### config.mk
export PLATFORM = sky130hd
export DESIGN_NAME = vclk_stretch_gen
export DESIGN_NICKNAME = d
export VERILOG_FILES = /design/src/rtl/vclk_pkg.sv /design/src/rtl/vclk_modcnt.sv /design/src/rtl/vclk_raster.sv /design/src/rtl/vclk_phase_fsm.sv /design/src/rtl/vclk_stretch_gen.sv
export SDC_FILE = /design/constraint.sdc
export NUM_CORES = 1
export LEC_CHECK = 0
export ABC_AREA = 1
export BUFFER_PORTS_ARGS = -buffer_cell sky130_fd_sc_hd__buf_2
export CAP_MARGIN = 20
export CELL_PAD_IN_SITES_DETAIL_PLACEMENT = 0
export CELL_PAD_IN_SITES_GLOBAL_PLACEMENT = 1
export CORE_ASPECT_RATIO = 1.1
export CORE_MARGIN = 5
export CORE_UTILIZATION = 38
export CTS_CLUSTER_SIZE = 20
export DETAILED_ROUTE_END_ITERATION = 12
export PLACE_DENSITY = 0.73
export SKIP_LAST_GASP = 1
export SLEW_MARGIN = 30
export SYNTH_ARGS = -nofsm -noshare
export SYNTH_HDL_FRONTEND = slang
export SYNTH_HIERARCHICAL = 1
export SYNTH_SLANG_ARGS = --single-unit
### constraint.sdc
create_clock -name clk -period 1.4 [get_ports clk]
set_input_delay 0.07 -clock clk [delete_from_list [all_inputs] [get_ports clk]]
set_output_delay 0.07 -clock clk [all_outputs]
set_load 0.01 [all_outputs]
### src/rtl/vclk_pkg.sv
package vclk_pkg;

   typedef enum logic [1:0] {
      ACC_ROM = 2'b00,
      ACC_IO  = 2'b01,
      ACC_RAM = 2'b10,
      ACC_RSV = 2'b11
   } acc_e;

   typedef enum logic {
      PH_LOW  = 1'b0,
      PH_HIGH = 1'b1
   } phase_e;

   typedef enum logic [1:0] {
      HK_FAST = 2'b00,
      HK_SLOW = 2'b01,
      HK_HOLD = 2'b10
   } hkind_e;

endpackage

### src/rtl/vclk_modcnt.sv
// Free-running modulo counter with a count enable.
module vclk_modcnt #(
   parameter int MOD = 16,
   localparam int W = (MOD > 1) ? $clog2(MOD) : 1
) (
   input  logic         clk,
   input  logic         rst_n,
   input  logic         en,
   output logic [W-1:0] count
);

   if (MOD < 2) begin : g_bad_mod
      $error("vclk_modcnt: MOD must be at least 2");
   end

   logic wrap;
   assign wrap = (count == W'(MOD - 1));

   always_ff @(posedge clk or negedge rst_n) begin
      if (!rst_n)
         count <= '0;
      else if (en)
         count <= wrap ? '0 : count + 1'b1;
   end

endmodule

### src/rtl/vclk_raster.sv
// Line position and line number counters, with window flags for now and next cycle.
module vclk_raster #(
   parameter int H_TOTAL   = 1024,
   parameter int H_VISIBLE = 640,
   parameter int V_TOTAL   = 312,
   parameter int V_VISIBLE = 256,
   localparam int HW = (H_TOTAL > 1) ? $clog2(H_TOTAL) : 1,
   localparam int VW = (V_TOTAL > 1) ? $clog2(V_TOTAL) : 1
) (
   input  logic clk,
   input  logic rst_n,
   output logic vis_now,
   output logic vis_next
);

   logic [HW-1:0] h_cnt, h_nx;
   logic [VW-1:0] v_cnt, v_nx;
   logic          h_last, v_last;

   vclk_modcnt #(.MOD(H_TOTAL)) u_hcnt (
      .clk   (clk),
      .rst_n (rst_n),
      .en    (1'b1),
      .count (h_cnt)
   );

   vclk_modcnt #(.MOD(V_TOTAL)) u_vcnt (
      .clk   (clk),
      .rst_n (rst_n),
      .en    (h_last),
      .count (v_cnt)
   );

   assign h_last = (h_cnt == HW'(H_TOTAL - 1));
   assign v_last = (v_cnt == VW'(V_TOTAL - 1));

   always_comb begin
      h_nx = h_last ? '0 : h_cnt + 1'b1;
      if (h_last)
         v_nx = v_last ? '0 : v_cnt + 1'b1;
      else
         v_nx = v_cnt;
   end

   assign vis_now  = ({1'b0, h_cnt} < (HW+1)'(H_VISIBLE)) &&
                     ({1'b0, v_cnt} < (VW+1)'(V_VISIBLE));
   assign vis_next = ({1'b0, h_nx}  < (HW+1)'(H_VISIBLE)) &&
                     ({1'b0, v_nx}  < (VW+1)'(V_VISIBLE));

endmodule

### src/rtl/vclk_phase_fsm.sv
// Low/high phase sequencer for the processor clock.
module vclk_phase_fsm
   import vclk_pkg::*;
#(
   parameter int LOW_LEN       = 4,
   parameter int FAST_HIGH     = 4,
   parameter int SLOW_PERIOD   = 16,
   parameter int MODE_W        = 3,
   parameter int STALL_MODES   = 4,
   localparam int PW           = (SLOW_PERIOD > 1) ? $clog2(SLOW_PERIOD) : 1,
   localparam int SLOW_MIN     = SLOW_PERIOD - LOW_LEN,
   localparam int CNT_MAX      = (SLOW_MIN > LOW_LEN) ?
                                 ((SLOW_MIN > FAST_HIGH) ? SLOW_MIN : FAST_HIGH) :
                                 ((LOW_LEN > FAST_HIGH) ? LOW_LEN : FAST_HIGH),
   localparam int CW           = $clog2(CNT_MAX + 1)
) (
   input  logic              clk,
   input  logic              rst_n,
   input  logic [1:0]        acc_class,
   input  logic [MODE_W-1:0] disp_mode,
   input  logic [PW-1:0]     hid_phase,
   input  logic              vis_next,
   output logic              cpu_clk
);

   phase_e            phase_q;
   hkind_e            kind_q, kind_d;
   logic [CW-1:0]     cnt_q;
   acc_e              acc_q;
   logic [MODE_W-1:0] mode_q;
   logic              stall_mode;
   logic              hid_edge;
   logic              low_done, high_done, slow_ok;

   // Mode range that gives the video fetch priority over RAM.
   if (STALL_MODES > 0) begin : g_stall
      assign stall_mode = ({1'b0, mode_q} < (MODE_W+1)'(STALL_MODES));
   end else begin : g_nostall
      assign stall_mode = 1'b0;
   end

   // Last master cycle before the hidden 1 MHz rising edge.
   assign hid_edge = (hid_phase == PW'(SLOW_PERIOD - 1));

   always_comb begin
      if (acc_q == ACC_ROM)
         kind_d = HK_FAST;
      else if (acc_q == ACC_RAM && stall_mode && vis_next)
         kind_d = HK_HOLD;
      else
         kind_d = HK_SLOW;
   end

   assign low_done = (phase_q == PH_LOW) && (cnt_q == CW'(LOW_LEN - 1));
   assign slow_ok  = hid_edge && (cnt_q >= CW'(SLOW_MIN - 1));

   always_comb begin
      high_done = 1'b0;
      if (phase_q == PH_HIGH) begin
         unique case (kind_q)
            HK_FAST: high_done = (cnt_q == CW'(FAST_HIGH - 1));
            HK_SLOW: high_done = slow_ok;
            HK_HOLD: high_done = slow_ok && !vis_next;
            default: high_done = slow_ok;
         endcase
      end
   end

   always_ff @(posedge clk or negedge rst_n) begin
      if (!rst_n) begin
         phase_q <= PH_LOW;
         kind_q  <= HK_FAST;
         cnt_q   <= '0;
         acc_q   <= ACC_ROM;
         mode_q  <= '0;
      end else if (low_done) begin
         phase_q <= PH_HIGH;
         kind_q  <= kind_d;
         cnt_q   <= '0;
      end else if (high_done) begin
         phase_q <= PH_LOW;
         cnt_q   <= '0;
         acc_q   <= acc_e'(acc_class);
         mode_q  <= disp_mode;
      end else if (cnt_q != CW'(CNT_MAX)) begin
         cnt_q   <= cnt_q + 1'b1;
      end
   end

   assign cpu_clk = (phase_q == PH_HIGH);

endmodule

### src/rtl/vclk_stretch_gen.sv
// Top: stretched processor clock, display window flag and baud reference.
module vclk_stretch_gen #(
   parameter int H_TOTAL     = 1024,
   parameter int H_VISIBLE   = 640,
   parameter int V_TOTAL     = 312,
   parameter int V_VISIBLE   = 256,
   parameter int LOW_LEN     = 4,
   parameter int FAST_HIGH   = 4,
   parameter int SLOW_PERIOD = 16,
   parameter int MODE_W      = 3,
   parameter int STALL_MODES = 4,
   parameter int BAUD_DIV    = 13,
   parameter bit BAUD_SQUARE = 1'b1
) (
   input  logic              clk,
   input  logic              rst_n,
   input  logic [1:0]        acc_class,
   input  logic [MODE_W-1:0] disp_mode,
   output logic              cpu_clk,
   output logic              disp_active,
   output logic              baud_clk
);

   localparam int PW      = (SLOW_PERIOD > 1) ? $clog2(SLOW_PERIOD) : 1;
   localparam int BW      = (BAUD_DIV > 1) ? $clog2(BAUD_DIV) : 1;
   localparam int BAUD_HI = (BAUD_DIV + 1) / 2;

   if (SLOW_PERIOD % (LOW_LEN + FAST_HIGH) != 0) begin : g_bad_ratio
      $error("fast cycle must divide the hidden slow period");
   end
   if (SLOW_PERIOD - LOW_LEN <= FAST_HIGH) begin : g_bad_slow
      $error("slow high phase must exceed the fast one");
   end
   if (H_TOTAL % SLOW_PERIOD != 0 || H_VISIBLE % SLOW_PERIOD != 0) begin : g_bad_line
      $error("line and window lengths must be whole slow periods");
   end
   if (H_VISIBLE > H_TOTAL || V_VISIBLE > V_TOTAL) begin : g_bad_win
      $error("visible region larger than the frame");
   end
   if (STALL_MODES > (1 << MODE_W)) begin : g_bad_modes
      $error("STALL_MODES exceeds the mode range");
   end

   logic [PW-1:0] hid_phase;
   logic [BW-1:0] baud_cnt;
   logic          vis_next;

   vclk_modcnt #(.MOD(SLOW_PERIOD)) u_hidden (
      .clk   (clk),
      .rst_n (rst_n),
      .en    (1'b1),
      .count (hid_phase)
   );

   vclk_raster #(
      .H_TOTAL   (H_TOTAL),
      .H_VISIBLE (H_VISIBLE),
      .V_TOTAL   (V_TOTAL),
      .V_VISIBLE (V_VISIBLE)
   ) u_raster (
      .clk      (clk),
      .rst_n    (rst_n),
      .vis_now  (disp_active),
      .vis_next (vis_next)
   );

   vclk_phase_fsm #(
      .LOW_LEN     (LOW_LEN),
      .FAST_HIGH   (FAST_HIGH),
      .SLOW_PERIOD (SLOW_PERIOD),
      .MODE_W      (MODE_W),
      .STALL_MODES (STALL_MODES)
   ) u_fsm (
      .clk       (clk),
      .rst_n     (rst_n),
      .acc_class (acc_class),
      .disp_mode (disp_mode),
      .hid_phase (hid_phase),
      .vis_next  (vis_next),
      .cpu_clk   (cpu_clk)
   );

   vclk_modcnt #(.MOD(BAUD_DIV)) u_baud (
      .clk   (clk),
      .rst_n (rst_n),
      .en    (1'b1),
      .count (baud_cnt)
   );

   if (BAUD_SQUARE) begin : g_baud_sq
      assign baud_clk = ({1'b0, baud_cnt} < (BW+1)'(BAUD_HI));
   end else begin : g_baud_strobe
      assign baud_clk = (baud_cnt == BW'(BAUD_DIV - 1));
   end

endmodule

==> flow_summary.yaml, run 1 <==
status:
  status: "complete, but fails checks"
  violations: "setup timing"
critical_path:
  start_kind: "flop"
  critPathSlowestCell: "dfrtp_1"
  cp_cell_sequence: "nand2_2 -> nor2_2 -> nand2_2 -> nor2_4 -> nand3_2 -> a21oi_2 -> nand2_1 -> o31ai_2 -> o22ai_1"
  cpMostUsedCell: "nand2_2"
  crit_type: "reg2reg"
  cp_max_fo: 4
  cp.arrival_ns: 1.78
  cp.required_ns: 1.57
  cp-end-kind: "flop"
  max_stage_delay_ns: 0.37
  critical_path.top_delay_family: "simple AND/OR/NAND/NOR gates"
  worst-path-buf-inv: 0
clock_tree:
  clock_sinks: 37
  htree_levels: 2
  clock_latency_ns: 0.29
  cts_tree: "built"
  clkTransAtPathRegs_ns: 0.08
  cts-root-buf: "clkbuf_8"
  clk_path_buf_depth: 2
  cts_buffers: 5
floorplan:
  dieArea_sq_um: 7570
  initial_utilization_pct: 39.0
  core_sq_um: 5770
  pin_count: 10
  die_w_microns: 83.4
  num_rows: 29
  die-height_microns: 90.7
synthesis:
  yosys_warnings: 6
  synthArstFlopShare_pct: 100
  synth-edff-count: 0
  synth.area.mux_share_pct: 0
  synth_xor_area_share_pct: 3.89
  synth_fa_ha_area_share_pct: 3.89
  synth.avg_cell_area_sq_um: 7.66
  yosysSeqAreaShare_pct: 41.1
  synth.distinct_cells: 33
  netlist_area_sq_um: 2250
  syn_inst: 294
  synth-compound-area-share_pct: 5.44
  synth-simple-area-share_pct: 37.3
  synth_top_family_by_area: "simple AND/OR/NAND/NOR gates"
  synth-seq-cells: 37
  synth_ff_type: "dfrtp_1"
sta:
  setup_violations: 16
  finalHoldViolations: 0
  setup-tns-final_ns: -2.24
  period_share_pct: 115
  fmax_ghz: 0.623
  min_period_ns: 1.61
  rsz0062_at_grt: "yes"
  drv_slew: 0
  clock_skew_ns: 0.00695
  hold_slack_ns: 0.0144
  fin_ws_ns: -0.205
finish:
  drive_above_1_share_pct: 30.2
  areaGrowthSynthToFinish_pct: 30.8
  nets: 377
  n_fill_cell: 562
  final_common_cell: "nand2_1"
  diodes: 0
  mostFrequentLayoutCells: "68 x nand2_1, 40 x buf_4, 39 x inv_1, 37 x dfrtp_1, 30 x nor2_1"
  instances_no_fill: 441
placement:
  place.gp.congestion: 0.755
  io_buffers: 7
  hpwl_mm: 3.46
  place_inst: 425
grt:
  track_usage_pct: 13.3
  grt_pass1_vias: 1916
  grt-ovfl-total: 0
  grt_pass1_wl_mm: 8.18
  antenna_found_initial: 0
  grt_start_max_net_pins: 22
power_and_ir_drop:
  p_per_area_nw_per_um2: 1470
  p_leak_nw: 1.49
  ir_worst_vdd_v: 0.000976
detailed_routing:
  drtIter0Drc: 56
  num_vias: 1939
  firstDrtPassIters: 4
  avgRoutedWirePerCell_microns: 10.4
  remaining_drc_errors: 0
  drt_wl_total_mm: 4.58
  postRouteAntennaNets: 0
  drt-vias-per-instance: 4.40
flow_run:
  max-cap-violations: 0
min_path:
  hold_class: "in2reg"
## flip-flops by register name (all words and copies together), names as in the netlist
signal and cells:
u_fsm/kind_q 2, u_fsm/cpu_clk 1, u_raster/u_vcnt/count 9, u_baud/count 4, u_fsm/mode_q 1, u_raster/u_hcnt/count 10, u_hidden/count 4, u_fsm/acc_q 2
u_fsm/cnt_q 4
## synthesized netlist by cell type, types with 3 or more instances
cell	instances	share of area (%)
inv_1	40	6.7
nor2_2	13	3.6
nand2_4	3	1.5
nor2_1	35	5.8
a21oi_1	6	1.3
nand3_1	22	4.9
nor2_4	4	2.0
nand2_2	7	1.9
nand2_1	72	12
nand3_2	3	1.3
o21ai_1	3	0.67
dfrtp_1	37	41
nand4_1	3	0.83
xor2_1	8	3.1
o21ai_0	8	1.8
ha_1	7	3.9
## where the power goes
group,switching (mW),internal (mW)
sequential,0.297,1.41
combinational,1.00,0.873
clock,0.398,0.346
## per-stage QoR
stage / setup WS, ns / utilization (%) / instance area, sq um / power, mW
4_1_cts: -0.201 / 49.6 / 2860 / 4.29
2_1_floorplan: -0.127 / - / 2310 / 2.86
3_3_place_gp: -0.167 / 46.9 / 2710 / 3.46
3_5_place_dp: -0.226 / 46.9 / 2710 / 3.50
6_report: -0.205 / 51.1 / 2950 / 4.33
5_1_grt: -0.320 / 51.1 / 2950 / 4.72
## logic make-up after synthesis
family	Yosys count
other cells	2
xor+xnor	10
fa+ha+maj	7
compound gates	21
buf+inv	45
simple gates	172
flops	37
## path summary, 6_finish.rpt
check                                          from                       end  slack (ns)  cells past startpoint
min in group asynchronous                     rst_n  u_raster/u_vcnt/count[4]        0.24                      2
setup / recovery           u_raster/u_hcnt/count[5]           u_fsm/kind_q[0]       -0.21                      9
max in group asynchronous                     rst_n  u_raster/u_hcnt/count[3]        0.70                      3
hold reg to reg                     u_fsm/kind_q[1]           u_fsm/kind_q[1]        0.50                      1
setup reg to reg           u_raster/u_hcnt/count[5]           u_fsm/kind_q[0]       -0.21                      9
hold / removal                         acc_class[1]            u_fsm/acc_q[1]        0.01                      3
## tightest hold or removal path, cell delays in order
cell and delay, ns:
buf_2 0.08, nand3_1 0.06, nand2_1 0.06
## layout make-up
class | count | area [sq um] | share of cell area, %
Multi-Input combinational cell | 225 | 1290 | 43.9
Clock inverter | 2 | 10.0 | 0.340
Clock buffer | 6 | 72.6 | 2.46
Tap cell | 77 | 96.3 | 3.27
Sequential cell | 37 | 926 | 31.4
Timing Repair Buffer | 51 | 387 | 13.1
Inverter | 43 | 161 | 5.48
## routing by layer
metal  global-route usage, %  up-vias  routed length, microns
met5                       0        -                       0
met4                    4.77        0                      46
met3                    4.38        5                     118
met2                    22.3       16                    2260
met1                    15.9      875                    2150
li1                        -     1043                       -
## timing repair
action | 4_1_cts | 5_1_grt
hold buffers | 2 | 0
buffers inserted | 4 | 2
hold endpoints to repair | 17 | 0
gates resized for setup | 7 | 18
setup endpoints to repair | 16 | 21
pin swaps | 11 | 12
No activity file was read; power rests on OpenSTA's default activity.
==> run 2: changes to the inputs <==
Settings changed: ABC_AREA 1 to not set, PLACE_DENSITY 0.73 to 0.7.
==> flow_summary.yaml, run 2 <==
synthesis:
  synth.area.top_cells: "dfrtp_1 45%, ha_1 4.3%, xnor2_1 3.9%"
  synth_top_cell_by_area: "dfrtp_1"
  netlist_area_sq_um: 2050
  synth-simple-area-share_pct: 25.0
  synthArstFlopShare_pct: 100
  synth-compound-area-share_pct: 12.8
  synth_xor_area_share_pct: 5.14
  synth.avg_cell_area_sq_um: 10.3
  synth.area.mux_share_pct: 4.77
  synth.most_common_cell: "dfrtp_1"
  synthTopCellsByCount: "37 x dfrtp_1, 15 x nand3_1, 13 x inv_1, 13 x nand2_1, 13 x nor2_1"
  synth_top_area_share_pct: 45.3
  synth_fa_ha_area_share_pct: 4.28
  synth.distinct_cells: 50
  synth-edff-count: 0
  synth_top_family_by_area: "simple AND/OR/NAND/NOR gates"
  synth-seq-cells: 37
  synth_ff_type: "dfrtp_1"
  yosys_warnings: 6
  yosysSeqAreaShare_pct: 45.3
  syn_inst: 199
critical_path:
  worst_r2r_endpoint: "u_fsm/cnt_q[2]"
  cp_cell_sequence: "nand4_4 -> nor4_4 -> mux2i_1 -> and3_1 -> nand2b_4 -> buf_4 -> a2111oi_4 -> a21o_1 -> nor3_1"
  reg2reg_depth: 9
  start_kind: "flop"
  cp.required_ns: 1.57
  cp_max_fo: 4
  max_stage_delay_ns: 0.41
  regToRegStartpoint: "u_raster/u_hcnt/count[0]"
  rrSetupSlack_ns: -0.71
  crit_type: "reg2reg"
  cp-end-kind: "flop"
  cp.arrival_ns: 2.28
  critPathSlowestCell: "dfrtp_1"
sta:
  fmax_ghz: 0.475
  rsz0062_at_grt: "yes"
  setup_violations: 26
  clock_skew_ns: 0.00514
  period_share_pct: 150
  min_period_ns: 2.11
  finalHoldViolations: 0
  drv_slew: 0
  fin_ws_ns: -0.707
grt:
  grt_start_max_net_pins: 21
  track_usage_pct: 13.7
  grt_pass1_vias: 1655
  grt_pass1_wl_mm: 7.40
  antenna_found_initial: 0
  grt-ovfl-total: 0
min_path:
  hold_class: "in2reg"
  min_from: "disp_mode[2]"
  holdPathStages: 2
  hold_end: "u_fsm/mode_q[2]"
finish:
  multiInputGateArea_sq_um: 1330
  largest_register_ffs: 10
  instances_no_fill: 365
  n_fill_cell: 465
  post-route-util_pct: 56.9
  nets: 303
  final_common_cell: "buf_4"
  diodes: 0
  top_regs: "u_raster/u_hcnt/count (10), u_raster/u_vcnt/count (9)"
  mostFrequentLayoutCells: "50 x buf_4, 33 x dfrtp_1, 19 x conb_1, 14 x nand3_1"
  areaGrowthSynthToFinish_pct: 47.1
  ff_latch_area_sq_um: 931
  regMostFlops: "u_raster/u_hcnt/count"
  drive_above_1_share_pct: 38.6
detailed_routing:
  drtIter0Drc: 45
  avgRoutedWirePerCell_microns: 12.2
  drt-vias-per-instance: 4.71
  drt_wl_total_mm: 4.45
  firstDrtPassIters: 4
  num_vias: 1718
  postRouteAntennaNets: 0
  remaining_drc_errors: 0
clock_tree:
  clock_sinks: 37
  cts-root-buf: "clkbuf_8"
  clock_latency_ns: 0.28
  clkTransAtPathRegs_ns: 0.07
  htree_levels: 2
  clk_path_buf_depth: 2
  cts_tree: "built"
  cts_buffers: 5
floorplan:
  num_rows: 28
  pin_count: 10
  die-height_microns: 87.0
  initial_utilization_pct: 38.7
  core_sq_um: 5290
  dieArea_sq_um: 6950
  die_w_microns: 80.0
placement:
  place_inst: 345
  dp_slack_ns: -0.679
  io_buffers: 7
  hpwl_mm: 3.18
  place.gp.congestion: 0.781
status:
  violations: "setup timing"
  status: "complete, but fails checks"
power_and_ir_drop:
  p_per_area_nw_per_um2: 1400
  switching_share_pct: 36.4
  clkPwrFrac_pct: 16.5
  p_leak_nw: 1.41
  switchingPower_mw: 1.54
  pwr-share-comb_pct: 43.0
  ir_worst_vdd_v: 0.000712
  p_seq_share_pct: 40.4
  p_int_mw: 2.69
flow_run:
  max-cap-violations: 0
## run 2: cell types whose count changed after synthesis, sizes merged, moves of 5 or more
cell   previous run  this run
nor2             52        14
nand2            82        14
nor3              2         8
mux2              0         6
inv              42        13
xnor2             2         9
nand4             4         9
xor2              8         3
or3               0         5
nand3            25        17
## run 2: logic make-up (layout without fill, tap and decap cells)
family | count (synthesis) | after routing
buf+inv | 13 | 87
fa+ha+maj | 7 | 7
xor+xnor | 12 | 12
mux | 9 | 9
flops | 37 | 37
other cells | 2 | 19
compound gates | 39 | 39
simple gates | 80 | 80
## run 2: power groups by stage
stage / Combinational, mW / Clock (mW) / Sequential (mW)
2_1_floorplan: 0.748 / 0 / 1.80
3_3_place_gp: 1.48 / 0 / 1.70
3_5_place_dp: 1.50 / 0 / 1.71
4_1_cts: 1.64 / 0.743 / 1.70
5_1_grt: 2.00 / 0.787 / 1.76
6_report: 1.82 / 0.699 / 1.71
## run 2: how the worst max path moves through the flow
stage / slack (ns) / startpoint / endpoint
2_1_floorplan: -0.60 / u_raster/u_vcnt/count[4] / u_fsm/acc_q[0]
3_3_place_gp: -0.63 / u_raster/u_hcnt/count[5] / u_fsm/mode_q[2]
3_5_place_dp: -0.68 / u_raster/u_hcnt/count[5] / u_fsm/acc_q[1]
4_1_cts: -0.67 / u_raster/u_hcnt/count[6] / u_fsm/acc_q[0]
5_1_grt: -0.83 / u_raster/u_hcnt/count[0] / u_fsm/cnt_q[3]
6_report: -0.71 / u_raster/u_hcnt/count[0] / u_fsm/cnt_q[2]
## run 2: cell type report
type / instances / share of cell area (%)
clock inverter: 2 / 0.333
tap: 75 / 3.12
clock buffer: 6 / 2.41
sequential: 37 / 30.9
multi-input combinational: 166 / 44.2
inverter: 13 / 1.62
timing repair buffer: 66 / 17.4
## run 2: per-stage QoR
stage | setup TNS [ns] | cell area (sq um) | total power [mW] | hold WS (ns)
global route | -11.71 | 3010 | 4.55 | 0.0234
finish | -9.16 | 3010 | 4.22 | 0.0375
detailed placement | -9.08 | 2620 | 3.21 | 0.0357
floorplan | -7.73 | 2130 | 2.54 | -0.226
CTS | -9.05 | 2830 | 4.07 | 0.00560
global placement | -8.88 | 2620 | 3.18 | 0.0386
## run 2: routing by layer
| metal | up-vias | global-route usage [%] | wire, microns |
|---|---|---|---|
| met5 | - | 0 | 0 |
| met2 | 10 | 21.6 | 2270 |
| met3 | 4 | 2.80 | 121 |
| li1 | 887 | - | - |
| met1 | 817 | 18.1 | 2020 |
| met4 | 0 | 5.99 | 34 |
## run 2: critical path, delay by kind of cell (launching register included)
family / cells / cell delay [ns]
flops: 1 / 0.41
mux: 1 / 0.10
simple gates: 5 / 0.86
buf+inv: 1 / 0.14
compound gates: 2 / 0.49
## run 2: what timing repair did
action | in CTS | in global routing
endpoints found under the hold margin | 19 | 0
endpoints found under the setup margin | 25 | 26
setup buffers | 6 | 8
pin swaps | 10 | 19
resized for setup | 11 | 28
hold buffers | 3 | 0
==> run 3: changes to the inputs <==
--- a/config.mk
+++ b/config.mk
@@ -8,3 +8,3 @@
 export BUFFER_PORTS_ARGS = -buffer_cell sky130_fd_sc_hd__buf_2
-export CAP_MARGIN = 20
+export CAP_MARGIN = 30
 export CELL_PAD_IN_SITES_DETAIL_PLACEMENT = 0
==> constraint.sdc (replaced) <==
create_clock -name clk -period 1.4 [get_ports clk]
set_input_delay 0.21 -clock clk [delete_from_list [all_inputs] [get_ports clk]]
set_output_delay 0.21 -clock clk [all_outputs]
set_load 0.01 [all_outputs]
==> flow_summary.yaml, run 3 (same netlist as run 2, synthesis figures left out) <==
status:
  status: "complete, but fails checks"
  violations: "setup timing"
placement:
  place_inst: 345
  hpwl_mm: 3.18
  io_buffers: 7
  place.gp.congestion: 0.781
  placed_cell_area_sq_um: 2620
power_and_ir_drop:
  ir_worst_vdd_v: 0.000718
  p_per_area_nw_per_um2: 1410
  p_leak_nw: 1.40
clock_tree:
  cts_buffers: 5
  clock_sinks: 37
  cts-root-buf: "clkbuf_8"
  clk_path_buf_depth: 2
  htree_levels: 2
  clkTransAtPathRegs_ns: 0.07
  clock_latency_ns: 0.28
  cts_tree: "built"
grt:
  grt_start_max_net_pins: 21
  use_met2_pct: 21.6
  grtUsageMet3_pct: 2.80
  antenna_found_initial: 0
  met1_usage_pct: 18.1
  grt-ovfl-total: 0
  track_usage_pct: 13.7
  busiest_layer: "met2"
  grt_pass1_vias: 1655
  grt_pass1_wl_mm: 7.40
finish:
  fin_area_sq_um: 2990
  mostFrequentLayoutCells: "50 x buf_4, 33 x dfrtp_1, 19 x conb_1, 14 x nand3_1"
  regMostFlops: "u_raster/u_hcnt/count"
  post-route-util_pct: 56.5
  nets: 301
  n_fill_cell: 467
  areaGrowthSynthToFinish_pct: 46.1
  largest_register_ffs: 10
  top_regs: "u_raster/u_hcnt/count (10), u_raster/u_vcnt/count (9)"
  drive_above_1_share_pct: 38.9
  diodes: 0
  final_common_cell: "buf_4"
  instances_no_fill: 363
sta:
  finalHoldViolations: 0
  rsz0062_at_grt: "yes"
  min_period_ns: 2.11
  setup-tns-final_ns: -9.31
  hold_slack_ns: 0.163
  drv_slew: 0
  fmax_ghz: 0.474
  setup_violations: 26
  period_share_pct: 151
  clock_skew_ns: 0.00526
  fin_ws_ns: -0.708
floorplan:
  die-height_microns: 87.0
  initial_utilization_pct: 38.7
  num_rows: 28
  dieArea_sq_um: 6950
  die_w_microns: 80.0
  core_sq_um: 5290
  pin_count: 10
detailed_routing:
  drt-vias-per-instance: 4.70
  num_vias: 1706
  drtIter0Drc: 64
  avgRoutedWirePerCell_microns: 12.2
  firstDrtPassIters: 4
  remaining_drc_errors: 0
  drt_wl_total_mm: 4.44
  postRouteAntennaNets: 0
critical_path:
  rrSetupSlack_ns: -0.71
  crit_type: "reg2reg"
  start_kind: "flop"
  cp_max_fo: 4
  crit_start: "u_raster/u_hcnt/count[0]"
  crit_path_end: "u_fsm/cnt_q[2]"
  cp.required_ns: 1.57
  worst_r2r_endpoint: "u_fsm/cnt_q[2]"
  cp-end-kind: "flop"
  regToRegStartpoint: "u_raster/u_hcnt/count[0]"
  cp.arrival_ns: 2.28
  reg2reg_depth: 9
flow_run:
  max-cap-violations: 0
min_path:
  hold_class: "in2reg"
## run 3: cell count changes in the layout (fill, tap and decap cells not counted), sizes merged
cell / previous run / this run
dlygate4sd3: 3 / 1
## run 3: cell type report
cell class              instances  area (sq um)  area share [%]
clock buffers                   6          72.6            2.43
clock inverters                 2          10.0           0.335
inverters                      13          48.8            1.63
multi-input cells             166          1330            44.5
flip-flops and latches         37           931            31.1
well taps                      75          93.8            3.14
repair buffers                 64           503            16.8
## run 3: timing repair
item,4_1_cts,5_1_grt
setup buffers,6,8
gates cloned,0,0
resized for setup,11,28
endpoints found under the setup margin,25,26
endpoints found under the hold margin,17,0
hold buffers,1,0
pin swaps,10,19
## run 3: metal layers
layer	vias up	share of wire, %	wire length [microns]
met5	-	0	0
met4	0	0.77	34
met3	4	2.9	128
met2	12	51	2270
met1	809	45	2010
li1	881	-	-
## run 3: worst min-delay path by stage
stage	from	endpoint	cells past startpoint
2_1_floorplan	rst_n	u_baud/count[0]	0
3_3_place_gp	rst_n	u_hidden/count[3]	1
3_5_place_dp	rst_n	u_hidden/count[3]	1
4_1_cts	acc_class[1]	u_fsm/acc_q[1]	2
5_1_grt	acc_class[1]	u_fsm/acc_q[1]	2
6_report	acc_class[1]	u_fsm/acc_q[1]	2
## run 3: stage by stage
step           power (mW)  setup WS (ns)
2_1_floorplan        2.54         -0.602
3_3_place_gp         3.18         -0.627
3_5_place_dp         3.21         -0.679
4_1_cts              4.07         -0.672
5_1_grt              4.55         -0.826
6_report             4.22         -0.708
## run 3: worst max-delay path, stage by stage, from the launching register on
cell and delay, ns:
dfrtp_1 0.41, nand4_4 0.14, nor4_4 0.30, mux2i_1 0.10, and3_1 0.20, nand2b_4 0.15
buf_4 0.14, a2111oi_4 0.29, a21o_1 0.20, nor3_1 0.07
## run 3: power by group
group	switching, mW	leakage [nW]	internal, mW
clock	0.354	0.0450	0.345
sequential	0.306	0.462	1.40
combinational	0.878	0.896	0.937
